[config.mk]
export PLATFORM = sky130hd
export DESIGN_NAME = ext_prefix_decoder
export DESIGN_NICKNAME = d
export VERILOG_FILES = /design/src/rtl/ext_pfx_pkg.sv /design/src/rtl/ext_pfx_accum.sv /design/src/rtl/ext_pfx_assemble.sv /design/src/rtl/ext_prefix_decoder.sv
export SDC_FILE = /design/constraint.sdc
export NUM_CORES = 1
export LEC_CHECK = 0
export ABC_AREA = 1
export BUFFER_PORTS_ARGS = -buffer_cell sky130_fd_sc_hd__buf_2
export CAP_MARGIN = 20
export CORE_ASPECT_RATIO = 1.25
export CORE_UTILIZATION = 55
export DETAILED_ROUTE_END_ITERATION = 6
export GPL_TIMING_DRIVEN = 1
export PLACE_DENSITY_LB_ADDON = 0.15
export RECOVER_POWER = 100
export SLEW_MARGIN = 10
export SYNTH_ARGS = -nofsm -noshare
export SYNTH_HDL_FRONTEND = slang
export SYNTH_SLANG_ARGS = --single-unit
export TNS_END_PERCENT = 50
[constraint.sdc]
create_clock -name clk -period 2.9 [get_ports clk]
set_input_delay 0.145 -clock clk [delete_from_list [all_inputs] [get_ports clk]]
set_output_delay 0.145 -clock clk [all_outputs]
set_load 0.03 [all_outputs]
[src/rtl/ext_pfx_pkg.sv]
package ext_pfx_pkg;
   typedef enum logic [2:0] {
      K_PREFIX  = 3'd0,
      K_IMM_U   = 3'd1,
      K_IMM_S   = 3'd2,
      K_BRANCH  = 3'd3,
      K_POSTINC = 3'd4,
      K_SP_DISP = 3'd5,
      K_REGREG  = 3'd6,
      K_PLAIN   = 3'd7
   } ikind_t;
endpackage

[src/rtl/ext_pfx_accum.sv]
module ext_pfx_accum #(
   parameter int PAY_W = 13
) (
   input  logic             clk,
   input  logic             rst_n,
   input  logic             flush,
   input  logic             take,
   input  logic             is_prefix,
   input  logic [PAY_W-1:0] payload,
   output logic [1:0]       cnt,
   output logic [PAY_W-1:0] p_hi,
   output logic [PAY_W-1:0] p_lo,
   output logic             full
);
   assign full = (cnt == 2'd2);

   always_ff @(posedge clk) begin
      if (!rst_n) begin
         cnt  <= '0;
         p_hi <= '0;
         p_lo <= '0;
      end else if (flush) begin
         cnt <= '0;
      end else if (take) begin
         if (is_prefix) begin
            if (cnt == 2'd0) begin
               p_hi <= payload;
               cnt  <= 2'd1;
            end else if (cnt == 2'd1) begin
               p_lo <= payload;
               cnt  <= 2'd2;
            end
         end else begin
            cnt <= '0;
         end
      end
   end
endmodule

[src/rtl/ext_pfx_assemble.sv]
module ext_pfx_assemble
   import ext_pfx_pkg::*;
#(
   parameter int PAY_W    = 13,
   parameter int SHORT_W  = 6,
   parameter int BR_W     = 8,
   parameter int BR2_W    = 31,
   parameter int DATA_W   = 32,
   parameter bit PC_ADD   = 1'b1,
   parameter bit SCALE_SP = 1'b1,
   parameter int LOW_W    = (SHORT_W > BR_W) ? SHORT_W : BR_W
) (
   input  ikind_t            kind,
   input  logic [LOW_W-1:0]  low_field,
   input  logic [1:0]        size,
   input  logic [DATA_W-1:0] pc,
   input  logic [1:0]        cnt,
   input  logic [PAY_W-1:0]  p_hi,
   input  logic [PAY_W-1:0]  p_lo,
   output logic [DATA_W-1:0] operand,
   output logic              ext_form
);
   localparam int IMM1_W = PAY_W + SHORT_W;
   localparam int BR1_W  = PAY_W + BR_W;
   localparam int HI_CUT = BR2_W - PAY_W - BR_W;

   function automatic logic [DATA_W-1:0] sx(input logic [DATA_W-1:0] v, input int w);
      logic signed [DATA_W-1:0] t;
      t = $signed(v << (DATA_W - w));
      return DATA_W'(t >>> (DATA_W - w));
   endfunction

   logic [SHORT_W-1:0] short_f;
   logic [BR_W-1:0]    br_f;
   logic [DATA_W-1:0]  u_imm, s_imm, br_off, br_res, sp_val, sp_base, disp_val;
   logic [1:0]         size_sh;

   assign short_f = low_field[SHORT_W-1:0];
   assign br_f    = low_field[BR_W-1:0];
   assign size_sh = (size == 2'd3) ? 2'd2 : size;

   always_comb begin
      case (cnt)
         2'd0:    u_imm = DATA_W'(short_f);
         2'd1:    u_imm = DATA_W'({p_hi, short_f});
         default: u_imm = DATA_W'({p_hi, p_lo, short_f});
      endcase
   end

   always_comb begin
      case (cnt)
         2'd0:    s_imm = sx(DATA_W'(short_f), SHORT_W);
         2'd1:    s_imm = sx(DATA_W'({p_hi, short_f}), IMM1_W);
         default: s_imm = u_imm;
      endcase
   end

   always_comb begin
      case (cnt)
         2'd0:    br_off = sx(DATA_W'(br_f), BR_W);
         2'd1:    br_off = sx(DATA_W'({p_hi, br_f}), BR1_W);
         default: br_off = sx(DATA_W'({p_hi[HI_CUT-1:0], p_lo, br_f}), BR2_W);
      endcase
   end

   always_comb begin
      case (cnt)
         2'd0:    disp_val = '0;
         2'd1:    disp_val = DATA_W'(p_hi);
         default: disp_val = DATA_W'({p_hi, p_lo});
      endcase
   end

   generate
      if (PC_ADD) begin : g_pc_add
         assign br_res = pc + (br_off << 1);
      end else begin : g_pc_off
         assign br_res = br_off << 1;
      end
      if (SCALE_SP) begin : g_sp_scale
         assign sp_base = DATA_W'(short_f) << size_sh;
      end else begin : g_sp_flat
         assign sp_base = DATA_W'(short_f);
      end
   endgenerate

   assign sp_val = (cnt == 2'd0) ? sp_base : u_imm;

   always_comb begin
      case (kind)
         K_IMM_U:   operand = u_imm;
         K_IMM_S:   operand = s_imm;
         K_BRANCH:  operand = br_res;
         K_POSTINC: operand = disp_val;
         K_REGREG:  operand = disp_val;
         K_SP_DISP: operand = sp_val;
         default:   operand = '0;
      endcase
   end

   assign ext_form = ((kind == K_POSTINC) || (kind == K_REGREG)) && (cnt != 2'd0);
endmodule

[src/rtl/ext_prefix_decoder.sv]
module ext_prefix_decoder
   import ext_pfx_pkg::*;
#(
   parameter int PAY_W    = 13,
   parameter int SHORT_W  = 6,
   parameter int BR_W     = 8,
   parameter int BR2_W    = 31,
   parameter int DATA_W   = 32,
   parameter bit PC_ADD   = 1'b1,
   parameter bit SCALE_SP = 1'b1
) (
   input  logic              clk,
   input  logic              rst_n,
   input  logic              flush,
   input  logic              in_valid,
   input  logic [2:0]        in_kind,
   input  logic [PAY_W-1:0]  in_field,
   input  logic [1:0]        in_size,
   input  logic [DATA_W-1:0] in_pc,
   output logic              out_valid,
   output logic [DATA_W-1:0] out_operand,
   output logic              out_ext_form,
   output logic [1:0]        out_prefixes,
   output logic              out_err
);
   localparam int LOW_W = (SHORT_W > BR_W) ? SHORT_W : BR_W;

   generate
      if (2 * PAY_W + SHORT_W != DATA_W) begin : g_bad_imm
         $error("two payloads plus the short field must fill the data width");
      end
      if (BR2_W <= PAY_W + BR_W || BR2_W > 2 * PAY_W + BR_W || BR2_W >= DATA_W) begin : g_bad_br
         $error("widest branch offset width out of range");
      end
      if (LOW_W > PAY_W) begin : g_bad_low
         $error("short fields must fit within the payload width");
      end
   endgenerate

   ikind_t             kind;
   logic               is_prefix, take, full;
   logic [1:0]         pend_cnt;
   logic [PAY_W-1:0]   p_hi, p_lo;
   logic [DATA_W-1:0]  operand_c;
   logic               ext_c;

   assign kind      = ikind_t'(in_kind);
   assign is_prefix = (kind == K_PREFIX);
   assign take      = in_valid && !flush;

   ext_pfx_accum #(.PAY_W(PAY_W)) u_accum (
      .clk       (clk),
      .rst_n     (rst_n),
      .flush     (flush),
      .take      (in_valid),
      .is_prefix (is_prefix),
      .payload   (in_field),
      .cnt       (pend_cnt),
      .p_hi      (p_hi),
      .p_lo      (p_lo),
      .full      (full)
   );

   ext_pfx_assemble #(
      .PAY_W    (PAY_W),
      .SHORT_W  (SHORT_W),
      .BR_W     (BR_W),
      .BR2_W    (BR2_W),
      .DATA_W   (DATA_W),
      .PC_ADD   (PC_ADD),
      .SCALE_SP (SCALE_SP),
      .LOW_W    (LOW_W)
   ) u_asm (
      .kind      (kind),
      .low_field (in_field[LOW_W-1:0]),
      .size      (in_size),
      .pc        (in_pc),
      .cnt       (pend_cnt),
      .p_hi      (p_hi),
      .p_lo      (p_lo),
      .operand   (operand_c),
      .ext_form  (ext_c)
   );

   always_ff @(posedge clk) begin
      if (!rst_n) begin
         out_valid    <= 1'b0;
         out_operand  <= '0;
         out_ext_form <= 1'b0;
         out_prefixes <= '0;
         out_err      <= 1'b0;
      end else begin
         out_valid <= take && !is_prefix;
         out_err   <= take && is_prefix && full;
         if (take && !is_prefix) begin
            out_operand  <= operand_c;
            out_ext_form <= ext_c;
            out_prefixes <= pend_cnt;
         end
      end
   end
endmodule

Yosys cells after proc, flatten, opt, wreduce, memory -nomap -nowiden

Index checks and enable logic that the tools add are counted.

Reduce and logical (&&, ||, !) cells: 16
$add $sub $neg: 1
Muxes and demuxes: 10
Bitwise gates (word level): 3
Equality and inequality tests: 10
Shifts and indexed selects: 1

Operator list:

| operator                                      | number |
|---|---|
| case mux 32 bit (5 select lines)              | 1 |
| case mux 32 bit (2 select lines)              | 2 |
| case mux 31 bit (2 select lines)              | 1 |
| case mux 26 bit (2 select lines)              | 1 |
| adder 32 bit                                  | 1 |
| two-way mux 32 bit                            | 1 |
| << shifter 6 x 2 -> 32 bit                    | 1 |
| == test 3 bit, second input constant          | 3 |
| two-way mux 2 bit                             | 4 |
| == test 3 x 2 -> 1 bit, second input constant | 2 |
| logical AND 1 bit                             | 5 |
| AND reduction 5 bit                           | 1 |
| == test 2 bit, second input constant          | 2 |
| AND reduction 4 bit                           | 1 |
| OR reduction 2 bit                            | 2 |
| == test 3 x 1 -> 1 bit, second input constant | 1 |
| logical NOT 3 bit                             | 1 |
| != test 3 x 1 -> 1 bit, second input constant | 1 |
| NOT 1 bit                                     | 3 |
| == test 2 x 1 -> 1 bit, second input constant | 1 |
| logical NOT 1 bit                             | 2 |
| logical NOT 2 bit                             | 1 |
| AND reduction 2 bit                           | 1 |
| nonzero test 2 bit                            | 1 |
| logical OR 1 bit                              | 1 |

Flip-flop bits (word level): 65
Bits of input ports: 54
Word-level logic and storage cells: 49
Output and inout bits: 37

Longest topological paths before layout

Gate-level depths: netlist (run 1).

Depth after elaboration: 5
Depth in mapped cells: 20
Mapped depth without buffers: 19

By module

From an unflattened synthesis (run 1), not the netlist that was laid out.

Cell total of the unflattened synthesis: 1179
Area, all modules: 6577.6 um2

Modules (own cells, without submodules):

| module             | instances | area each (um2) | cells each | sequential area each (um2) |
|---|---|---|---|---|
| ext_pfx_assemble   | 1         | 3707.3          | 767        | 0.0 |
| ext_prefix_decoder | 1         | 1672.9          | 239        | 740.7 |
| ext_pfx_accum      | 1         | 1197.4          | 173        | 560.5 |

Worst setup path after synthesis (run 1)

OpenSTA, ideal clock, no wires.

Kind: reg-to-reg
Start: register u_accum.cnt[1]
End: register out_operand[29]
Setup time: 132 ps
Path slack: 411 ps
Arrival: 2356 ps
Buffers on the path: 3
Period minus slack after synthesis: 2489 ps
Cell stages (with the launch flop): 18
Required time: 2768 ps
Cell sequence: dfxtp_1 -> buf_2 -> buf_2 -> buf_1 -> a21oi_1 -> ha_1 -> nand2_1 -> inv_1 -> nand2_1 -> nor3_1 -> and2_1 -> nand2_1 -> nand2_1 -> nand2_1 -> nand3_1 -> nand2_1 -> nand2_1 -> a21oi_1

Cells in the longest elaborated chain, start to end: 4
Elaborated cells on any way between the ends: 8
Classes of those cells: add/sub: 1; eq/ne: 1; mux: 5; reduce/logical: 1

RTL lines:

| element                                                                                     | RTL line                                                               | RTL |
|---|---|---|
| start, declared                                                                             | ext_pfx_accum.sv:10                                                    | `output logic [1:0] cnt,` |
| start signal, assigned                                                                      | ext_pfx_accum.sv:19                                                    | `cnt <= '0;` |
| start signal, assigned                                                                      | ext_pfx_accum.sv:23                                                    | `cnt <= '0;` |
| start signal, assigned                                                                      | ext_pfx_accum.sv:28                                                    | `cnt <= 2'd1;` |
| == test 2 x 1 -> 1 bit / logical NOT 2 bit (equally long branches)                          | ext_pfx_assemble.sv:43, ext_pfx_assemble.sv:51, ext_pfx_assemble.sv:59 |  |
| case mux 31 bit (2 select lines) / case mux 32 bit (2 select lines) (equally long branches) | ext_pfx_assemble.sv:59, ext_pfx_assemble.sv:43                         |  |
| adder 32 bit (tied with other cells)                                                        | ext_pfx_assemble.sv:76                                                 | `assign br_res = pc + (br_off << 1);` |
| case mux 32 bit (5 select lines) (*)                                                        | ext_pfx_assemble.sv:90                                                 | `case (kind)` |
| end signal, assigned                                                                        | ext_prefix_decoder.sv:96                                               | `out_operand <= operand_c;` |
| end, declared                                                                               | ext_prefix_decoder.sv:21                                               | `output logic [DATA_W-1:0] out_operand,` |

Mark *: on every way between the ends. The rest lies on a longest branch, timed or not.
A chain may end at the register's enable or synchronous reset.

Worst setup path in the final report (run 1)

Ends and elaborated chain as after synthesis.

==> impl_metrics.env, run 1 <==
export IMPL_status="finished, final reports clean"
export IMPL_initial_core_util=0.566
export IMPL_synth_seq_area_share=0.216
export IMPL_numPortBuffers=90
export IMPL_die_height_um=119
export IMPL_antenna_cells=0
export IMPL_fin_crit_sh=0.946
export IMPL_period_minus_slack_ns=2.74
export IMPL_final_cell_mix="nand2_1, inv_1, a21oi_1"
export IMPL_cts_setup_buffers=0
export IMPL_synthesis_nets=1146
export IMPL_cts_tree="yes"
export IMPL_switchingPower_uw=1030
export IMPL_synth_cell_types=51
export IMPL_worstHoldPathType="input pin to flop"
export IMPL_first_global_vias=6369
export IMPL_critPathMaxFanout=10
export IMPL_drtIter0Drc=667
export IMPL_power_frac_seq=0.300
export IMPL_grt_busiest_layer="met2"
export IMPL_wl_per_cell_um=16.1
export IMPL_grt_usage=0.373
export IMPL_final_common_cell="nand2_1"
export IMPL_die_x_um=95.5
export IMPL_grt_max_degree=38
export IMPL_area_growth_pct=17.3
export IMPL_drc_errors=0
export IMPL_holdWs_ns=0.0547
export IMPL_place_gp_congestion=1.01
export IMPL_cts_htree_levels=3
export IMPL_antenna_left=0
export IMPL_hold_violations=0
export IMPL_hold_buffers=0
export IMPL_power_density_mw_per_mm2=436
export IMPL_synth_compound_area_frac=0.191
export IMPL_setup_violations=0
export IMPL_clk_pin_slew_worst_paths_ns=0.06
export IMPL_post_synth_top_area_fraction=0.233
export IMPL_dpl_hpwl_um=16200
export IMPL_yosys_area_share_xor_xnor=0.00291
export IMPL_postLayoutCoreUtil=0.664
export IMPL_io_pins=91
export IMPL_netlist_instances=1058
export IMPL_ys_warn_count=0
export IMPL_row_count=42
export IMPL_clock_path_buffers=2
export IMPL_cts_sinks=65
export IMPL_gr_usage_met1=0.444
export IMPL_clock_power_share=0.418
export IMPL_cp_start_kind="flop"
export IMPL_ys_ff_latch=65
export IMPL_clk_latency_ns=0.34
export IMPL_crit_type="flop to flop"
export IMPL_synthSimpleGateAreaFrac=0.393
export IMPL_grt_pass1_wl_um=32400
export IMPL_nNetsFinal=1241
export IMPL_ys_top_cells_by_area="nand2_1, dfxtp_1, a21oi_1, inv_1, ha_1"
export IMPL_synth_area_leader_cell="nand2_1"
export IMPL_synth_top_family_by_area="simple AND/OR/NAND/NOR gates"
export IMPL_num_vias=7174
export IMPL_peakVddDrop_mv=0.496
export IMPL_max_clock_freq_ghz=0.365
export IMPL_synth_avg_cell_area_um2=5.68
export IMPL_sw_frac_of_total=0.335
export IMPL_max_cap_violations=0
export IMPL_tightestPinTransition_ns=1.01
export IMPL_antenna_found_initial=0
export IMPL_viasPerCell=5.56
export IMPL_gr_total_overflow=0
export IMPL_cts_root_buf="clkbuf_16"
export IMPL_end_kind="flop"
export IMPL_core_mm2=0.0106
export IMPL_synth_area_mm2=0.00601
export IMPL_grt_use_met2=0.613
export IMPL_pwr_share_comb=0.282
export IMPL_die_area_mm2=0.0114
export IMPL_synthMuxAreaShare=0
export IMPL_cts_buffers=9
export IMPL_skew_ns=0.00980
export IMPL_relSlewSlack=0.325
export IMPL_drive_above_1_share=0.135
export IMPL_leakage_uw=0.00352
export IMPL_p_int_uw=2050
export IMPL_wl_um=20700
export IMPL_placed_cell_area_mm2=0.00665
export IMPL_first_pass_iters=5
export IMPL_synth_fa_ha_area_frac=0.0720
export IMPL_maxSlewViolCount=0
export IMPL_use_met3=0.0632
export IMPL_worstPathArrival_ns=3.02
export IMPL_final_design_area_no_fill_mm2=0.00705
export IMPL_crit_required_ns=3.18
export IMPL_num_fill_cells=1070
## registers in the layout, summed over array words and instances, names as in the netlist
| signal | count |
|---|---|
| u_accum.cnt | 2 |
| out_err | 1 |
| u_accum.p_hi | 13 |
| out_prefixes | 2 |
| out_valid | 1 |
| out_ext_form | 1 |
| out_operand | 32 |
| u_accum.p_lo | 13 |
## cells in the mapped netlist, drive strengths merged
cell type	number
buf	21
o2111ai	8
a21boi	3
o32ai	1
and2	2
a221oi	1
fa	1
ha	33
dfxtp	65
or2	21
a21oi	109
inv	148
o221a	2
clkinv	2
o211ai	4
nand3b	3
nor3	11
a22oi	1
o21bai	1
xnor2	1
a31oi	2
o22a	1
nand4	4
xor2	1
clkbuf	12
nand3	53
o22ai	11
o21ai	64
nor2	92
o31ai	1
nor4	1
nand2	378
## per-layer routing
metal / up-vias / wire length (µm)
met5: - / 0
met4: 0 / 1360
met3: 76 / 1360
met2: 339 / 9860
met1: 3173 / 8150
li1: 3586 / -
## cell families after synthesis
family,after synthesis
simple gates,565
xor+xnor,2
compound gates,209
buf+inv,183
flops,65
fa+ha+maj,34
## power by group through the flow
stage	logic [µW]	clock network, µW	registers, µW
after floorplan	557	0	970
after detailed placement	833	0	943
final	867	1290	924
after CTS	839	1290	923
after global routing	968	1330	926
after global placement	831	0	943
## per-stage QoR
| step | setup TNS, ns | power (µW) | instances | worst slack [ns] |
|---|---|---|---|---|
| 2_1_floorplan | 0 | 1530 | 1058 | 0.411 |
| 3_3_place_gp | 0 | 1770 | 1273 | 0.0393 |
| 3_5_place_dp | 0 | 1780 | 1273 | 0.00165 |
| 4_1_cts | 0 | 3050 | 1289 | 0.0481 |
| 5_1_grt | -0.0296 | 3230 | 1290 | -0.0296 |
| 6_report | 0 | 3080 | 1290 | 0.157 |
## what timing repair did
action	CTS	global route
endpoints found under the setup margin	1	21
cloned	0	1
pin swaps	0	1
resized for setup	1	31
## worst max-delay path, cell delays in order, from the launching register on
cell	delay, ns
dfxtp_2	0.38
buf_4	0.20
nor2_4	0.05
nand2_2	0.08
nand2_1	0.13
inv_4	0.15
a21oi_2	0.05
ha_2	0.40
nand2_1	0.10
inv_1	0.08
nand2_1	0.09
nor3_1	0.24
and2_1	0.17
nand2_1	0.07
nand3_1	0.09
nand3_1	0.13
nand2_1	0.09
nand2_1	0.05
a21oi_1	0.12
## path summary, 6_finish.rpt
kind                          startpoint                      endpoint  slack (ns)  depth (start not counted)
min                          in_field[9]  u_accum.p_hi[9]$_SDFFE_PN0P_        0.05                          3
max          u_accum.cnt[1]$_SDFFE_PP0P_  out_operand[29]$_SDFFE_PN0P_        0.16                         18
min reg2reg  out_operand[9]$_SDFFE_PN0P_   out_operand[9]$_SDFFE_PN0P_        0.46                          2
max reg2reg  u_accum.cnt[1]$_SDFFE_PP0P_  out_operand[29]$_SDFFE_PN0P_        0.16                         18
## layout make-up
| cell class | instances | area [µm²] | share of cell area |
|---|---|---|---|
| repair buffers | 116 | 584 | 0.0829 |
| clock buffers | 9 | 225 | 0.0319 |
| well taps | 132 | 165 | 0.0234 |
| clock inverters | 7 | 125 | 0.0177 |
| repair inverters | 1 | 5.00 | 0.000710 |
| multi-input cells | 810 | 4070 | 0.577 |
| inverters | 150 | 576 | 0.0816 |
| flip-flops and latches | 65 | 1300 | 0.185 |
Note: power is estimated with default switching activity, not from simulation.
==> inputs of run 2 (changes only) <==
Settings changed: ABC_AREA 1 to 0, CELL_PAD_IN_SITES_DETAIL_PLACEMENT set to 0, CELL_PAD_IN_SITES_GLOBAL_PLACEMENT set to 1, CORE_UTILIZATION 55 to 41.
==> run 2 against run 1 <==
Non-clock buffer count up 51. Hold slack better by 0.0030 ns. Synthesized cell count shrank 31%. Global-route usage is 5.6 points lower. Clock power shrank 7%. Synthesized area fell by 13%. Fmax shrank 1.6%. Register-to-register slack lost 0.04 ns. Final cell count is 20% lower. Via count shrank 15%. Clock skew about the same. Critical path type unchanged. Largest cell class unchanged.
==> impl_metrics.env, run 2 <==
export IMPL_hp_start="in_valid"
export IMPL_first_pass_iters=5
export IMPL_cp_start_kind="flop"
export IMPL_antenna_cells=0
export IMPL_setup_violations=0
export IMPL_cts_sinks=65
export IMPL_ys_warn_count=0
export IMPL_reg2reg_to="out_operand[29]$_SDFFE_PN0P_"
export IMPL_end_kind="flop"
export IMPL_regMostFlops="out_operand"
export IMPL_clk_pin_slew_worst_paths_ns=0.06
export IMPL_grt_max_degree=36
export IMPL_clk_latency_ns=0.34
export IMPL_r2r_slack_ns=0.11
export IMPL_worstHoldPathType="input pin to flop"
export IMPL_crit_required_ns=3.10
export IMPL_power_uw=2890
export IMPL_num_fill_cells=1267
export IMPL_clock_path_buffers=2
export IMPL_worstPathArrival_ns=2.99
export IMPL_synth_area_mm2=0.00522
export IMPL_power_density_mw_per_mm2=429
export IMPL_io_pins=91
export IMPL_leakage_uw=0.00292
export IMPL_core_mm2=0.0123
export IMPL_viasPerCell=5.89
export IMPL_hold_violations=0
export IMPL_cts_tree="yes"
export IMPL_cts_htree_levels=3
export IMPL_route_layer_met1_wl_um=8100
export IMPL_synth_area_leader_cell="dfxtp_1"
export IMPL_worstReg2RegStart="u_accum.cnt[1]$_SDFFE_PP0P_"
export IMPL_yosys_top_cells_count="nand2_1, a21oi_1, nor2_1"
export IMPL_highest_layer="met4"
export IMPL_initial_core_util=0.425
export IMPL_maxSlewViolCount=0
export IMPL_wl_um=20700
export IMPL_drc_errors=0
export IMPL_gr_total_overflow=0
export IMPL_met2_length_um=10600
export IMPL_peakVddDrop_mv=0.325
export IMPL_drive_above_1_share=0.237
export IMPL_antenna_found_initial=0
export IMPL_largestRegisters="out_operand x32, u_accum.p_hi x13, u_accum.p_lo x13"
export IMPL_netlist_instances=735
export IMPL_drtIter0Drc=390
export IMPL_rsz0062_at_grt="yes"
export IMPL_cts_root_buf="clkbuf_16"
export IMPL_synth_main_ff_cell="dfxtp_1"
export IMPL_relSlewSlack=0.530
export IMPL_num_vias=6092
export IMPL_worstHoldEndpoint="u_accum.cnt[1]$_SDFFE_PP0P_"
export IMPL_max_cap_violations=0
export IMPL_critPathMaxFanout=6
export IMPL_final_cell_mix="nand2_1, a21oi_1, nor2_1"
export IMPL_synth_cell_types=61
export IMPL_yosysMostFrequentCell="nand2_1"
export IMPL_place_gp_congestion=0.976
export IMPL_die_height_um=128
export IMPL_fin_crit_sh=0.961
export IMPL_ys_top_cells_by_area="dfxtp_1, a21oi_1, ha_1, nand2_1, nor2_1"
export IMPL_period_minus_slack_ns=2.79
export IMPL_synth_seq_area_share=0.249
export IMPL_synth_avg_cell_area_um2=7.10
export IMPL_skew_ns=0.00968
export IMPL_post_synth_top_area_fraction=0.249
export IMPL_first_global_vias=5661
export IMPL_grt_usage=0.317
export IMPL_wl_met3_um=1130
export IMPL_postLayoutCoreUtil=0.548
export IMPL_status="finished, final reports clean"
export IMPL_die_area_mm2=0.0132
export IMPL_tightestPinTransition_ns=0.700
export IMPL_crit_type="flop to flop"
export IMPL_largest_register_ffs=32
export IMPL_wl_per_cell_um=20.0
export IMPL_postSynth_asyncResetShare=0
export IMPL_row_count=45
export IMPL_holdWs_ns=0.0577
export IMPL_die_x_um=103
export IMPL_ys_ff_latch=65
export IMPL_antenna_left=0
export IMPL_nNetsFinal=954
export IMPL_final_common_cell="nand2_1"
export IMPL_synth_edf_count=0
export IMPL_r2r_cells=12
export IMPL_grt_pass1_wl_um=31100
export IMPL_max_clock_freq_ghz=0.359
export IMPL_cts_buffers=9
export IMPL_dpl_hpwl_um=16500
export IMPL_min_path_cells=2
export IMPL_synthesis_nets=823
export IMPL_area_growth_pct=28.9
export IMPL_numPortBuffers=90
## run 2: changes by cell type in the layout (fill, tap and decap cells not counted), sizes merged, moves of 21 or more
cell | previous run | this run
buf | 73 | 155
clkbuf | 52 | 22
inv | 150 | 16
mux2i | 0 | 22
nand2 | 378 | 102
nand3 | 53 | 11
or2 | 21 | 0
## run 2: worst max-delay path, cell delays in order (launching register included)
cell	delay [ns]
dfxtp_4	0.37
buf_6	0.13
nor2_4	0.13
a21oi_1	0.11
ha_1	0.31
nand4_1	0.14
nor2_1	0.15
a21oi_1	0.12
a41o_1	0.27
o31a_1	0.34
nor3_2	0.22
mux2i_1	0.25
o311ai_1	0.12
## run 2: how the worst max path moves through the flow
stage                                      startpoint                           end  slack [ns]
after floorplan           u_accum.cnt[1]$_SDFFE_PP0P_  out_operand[31]$_SDFFE_PN0P_        0.02
after global placement    u_accum.cnt[0]$_SDFFE_PP0P_  out_operand[28]$_SDFFE_PN0P_       -0.05
after detailed placement  u_accum.cnt[0]$_SDFFE_PP0P_  out_operand[29]$_SDFFE_PN0P_       -0.13
after CTS                 u_accum.cnt[0]$_SDFFE_PP0P_  out_operand[23]$_SDFFE_PN0P_        0.02
after global routing      u_accum.cnt[1]$_SDFFE_PP0P_  out_operand[22]$_SDFFE_PN0P_       -0.03
final                     u_accum.cnt[1]$_SDFFE_PP0P_  out_operand[29]$_SDFFE_PN0P_        0.11
## run 2: what timing repair did
item                                    4_1_cts  5_1_grt
pin swaps                                     2        9
hold buffers                                  0        0
endpoints found under the setup margin       12       15
gates cloned                                  0        0
buffers inserted                              0        1
resized for setup                            12       29
## run 2: logic make-up after synthesis
kind of cell / Yosys count / synth area share
AO/OA/AOI/OAI: 257 / 0.309
XOR/XNOR: 26 / 0.0436
adder cells (fa/ha/maj): 34 / 0.0829
buffers and inverters: 62 / 0.0453
flip-flops: 65 / 0.249
multiplexers: 22 / 0.0422
AND/OR/NAND/NOR: 269 / 0.228
## run 2: through the flow
step	area, µm²	cells	worst slack (ns)	TNS [ns]
floorplan	5260	735	0.0232	0
global placement	6280	1018	-0.0513	-0.142
detailed placement	6280	1018	-0.126	-0.552
CTS	6640	1034	0.0183	0
global route	6730	1035	-0.0341	-0.0778
finish	6730	1035	0.112	0
## run 2: power by group
group / internal, µW / switching [µW] / leakage [µW]
clock: 758 / 442 / 0.000157
combinational: 321 / 454 / 0.00224
sequential: 905 / 7.94 / 0.000526
total: 1980 / 904 / 0.00292
## run 2: cell type report
type	instances	area, µm²	share of cell area
Clock buffer	10	229	0.0340
Clock inverter	6	91.3	0.0136
Inverter	15	56.3	0.00837
Multi-Input combinational cell	608	3810	0.567
Sequential cell	65	1310	0.194
Tap cell	164	205	0.0305
Timing Repair Buffer	167	1020	0.152
## run 2: per-layer routing
metal | GRT usage | vias up
li1 | - | 2923
met1 | 0.364 | 2866
met2 | 0.565 | 246
met3 | 0.0474 | 57
met4 | 0.146 | 0
met5 | 0 | -
==> inputs of run 3 (changes only) <==
Settings changed: ABC_AREA 0 to 1, CORE_UTILIZATION 41 to 40.
==> run 3 against run 2 <==
The flow now finishes with violations (DRC). Worst setup slack improved by 0.067 ns. Final cell count grew 30%. Power down 2.0%. Global-route usage decreased by 2.1 points. Clock power shrank 15%. Critical path depth increased by 7. Sequential power increased by 1%. Cell area increased by 5.9%. Flip-flop and latch count unchanged. Largest cell class unchanged.
==> impl_metrics.env, run 3 (synthesis gave the netlist of run 1 again) <==
export IMPL_status="complete, but fails checks"
export IMPL_violations="DRC"
export IMPL_initial_core_util=0.414
export IMPL_viasPerCell=5.23
export IMPL_largestRegisters="out_operand x32, u_accum.p_hi x13, u_accum.p_lo x13"
export IMPL_power_density_mw_per_mm2=397
export IMPL_clock_path_buffers=2
export IMPL_wl_um=22500
export IMPL_antenna_cells=0
export IMPL_first_pass_iters=7
export IMPL_nNetsFinal=1251
export IMPL_worstReg2RegStart="u_accum.cnt[0]$_SDFFE_PP0P_"
export IMPL_hold_violations=0
export IMPL_peakVddDrop_mv=0.363
export IMPL_final_common_cell="nand2_1"
export IMPL_tightestPinTransition_ns=0.648
export IMPL_cp_start_kind="flop"
export IMPL_max_cap_violations=0
export IMPL_cts_root_buf="clkbuf_16"
export IMPL_fin_tns_setup_ns=0
export IMPL_leakage_uw=0.00370
export IMPL_first_global_vias=6857
export IMPL_row_count=49
export IMPL_final_setup_worst_slack_ns=0.179
export IMPL_cts_sinks=65
export IMPL_num_vias=7043
export IMPL_hp_start="in_field[12]"
export IMPL_end_kind="flop"
export IMPL_crit_type="flop to flop"
export IMPL_cp_startpoint="u_accum.cnt[0]$_SDFFE_PP0P_"
export IMPL_relSlewSlack=0.567
export IMPL_skew_ns=0.00687
export IMPL_area_growth_pct=18.5
export IMPL_final_cell_mix="nand2_1, inv_1, a21oi_1"
export IMPL_grt_max_degree=38
export IMPL_io_pins=91
export IMPL_drive_above_1_share=0.175
export IMPL_maxSlewViolCount=0
export IMPL_wl_per_cell_um=16.7
export IMPL_worstHoldPathType="input pin to flop"
export IMPL_num_fill_cells=1683
export IMPL_crit_required_ns=3.18
export IMPL_grt_pass1_wl_um=35700
export IMPL_cts_buffers=9
export IMPL_antenna_left=0
export IMPL_pre_cts_ws_ns=-0.0576
export IMPL_fin_crit_sh=0.938
export IMPL_clk_latency_ns=0.35
export IMPL_drc_errors=7
export IMPL_worstPathArrival_ns=3.00
export IMPL_rsz0062_at_grt="yes"
export IMPL_cts_htree_levels=3
export IMPL_place_gp_congestion=0.944
export IMPL_drtIter0Drc=493
export IMPL_period_minus_slack_ns=2.72
export IMPL_die_area_mm2=0.0155
export IMPL_grt_usage=0.296
export IMPL_gr_total_overflow=0
export IMPL_cts_tree="yes"
export IMPL_highest_layer="met4"
export IMPL_core_mm2=0.0145
export IMPL_wl_met3_um=1050
export IMPL_regMostFlops="out_operand"
export IMPL_max_clock_freq_ghz=0.368
export IMPL_clk_pin_slew_worst_paths_ns=0.06
export IMPL_dpl_hpwl_um=18000
export IMPL_critPathMaxFanout=7
export IMPL_numPortBuffers=90
export IMPL_route_layer_met1_wl_um=9470
export IMPL_largest_register_ffs=32
export IMPL_antenna_found_initial=0
export IMPL_die_x_um=112
export IMPL_met2_length_um=11200
export IMPL_setup_violations=0
export IMPL_die_height_um=139
export IMPL_hold_buffers=0
## run 3: changes by cell type in the layout (fill, tap and decap cells not counted), moves of 17 or more
cell | before | now
inv_1 | 12 | 137
a21o_1 | 17 | 0
mux2i_1 | 22 | 0
nand2_1 | 101 | 368
nand3_1 | 11 | 52
buf_4 | 74 | 36
o21ai_0 | 30 | 52
## run 3: worst max-delay path, stage by stage, from the launching register on
cell and delay [ns]:
dfxtp_4 0.38, nor2_4 0.12, nand2_2 0.07, nand2_2 0.16, clkinvlp_4 0.17, buf_4 0.16, a21oi_1 0.17, ha_1 0.32
nand2_1 0.09, nand2_1 0.09, a21oi_1 0.15, nand2_1 0.08, a21oi_1 0.11, buf_4 0.14, nand2_1 0.06, nand2_1 0.06
nand3_1 0.09, nand2_1 0.07, nand2_1 0.04, a21oi_1 0.12
## run 3: final cells by class
cell class	instances	area (µm²)	area share
Inverter	150	579	0.0813
Clock buffer	9	225	0.0316
Timing Repair Buffer	126	721	0.101
Sequential cell	65	1310	0.184
Clock inverter	7	46.3	0.00650
Timing Repair inverter	1	7.51	0.00105
Tap cell	178	223	0.0313
Multi-Input combinational cell	810	4010	0.563
## run 3: where the power goes
part / switching (µW) / leakage, µW / internal, µW
combinational: 592 / 0.00305 / 294
clock: 444 / 0.000128 / 576
sequential: 12.0 / 0.000527 / 911
total: 1050 / 0.00370 / 1780
## run 3: final timing paths
check,to,slack (ns),cells past startpoint
worst min-delay path,u_accum.p_hi[12]$_SDFFE_PN0P_,0.04,3
worst max register to register,out_operand[30]$_SDFFE_PN0P_,0.18,19
worst min register to register,out_operand[25]$_SDFFE_PN0P_,0.46,2
worst max-delay path,out_operand[30]$_SDFFE_PN0P_,0.18,19
## run 3: metal layers
metal  GRT usage  vias to the layer above
met2       0.535                      214
met5           0                        -
met1       0.349                     3190
met3      0.0363                       38
met4       0.122                        0
li1            -                     3601
## run 3: repair_timing
| action | CTS | global route |
|---|---|---|
| resized for setup | 5 | 22 |
| cloned | 0 | 1 |
| endpoints found under the setup margin | 8 | 19 |
| endpoints found under the hold margin | 0 | 0 |
| pin swaps | 0 | 1 |
| setup buffers | 0 | 0 |
## run 3: per-stage QoR
step	hold WS [ns]	std cells	total power [µW]	area [µm²]	util
after global routing	0.0547	1346	2990	7120	0.490
after CTS	0.0364	1345	2830	7060	0.486
after floorplan	0.280	1058	1530	6010	-
after global placement	0.386	1329	1810	6780	0.466
final	0.0393	1346	2830	7120	0.490
after detailed placement	0.390	1329	1810	6780	0.466
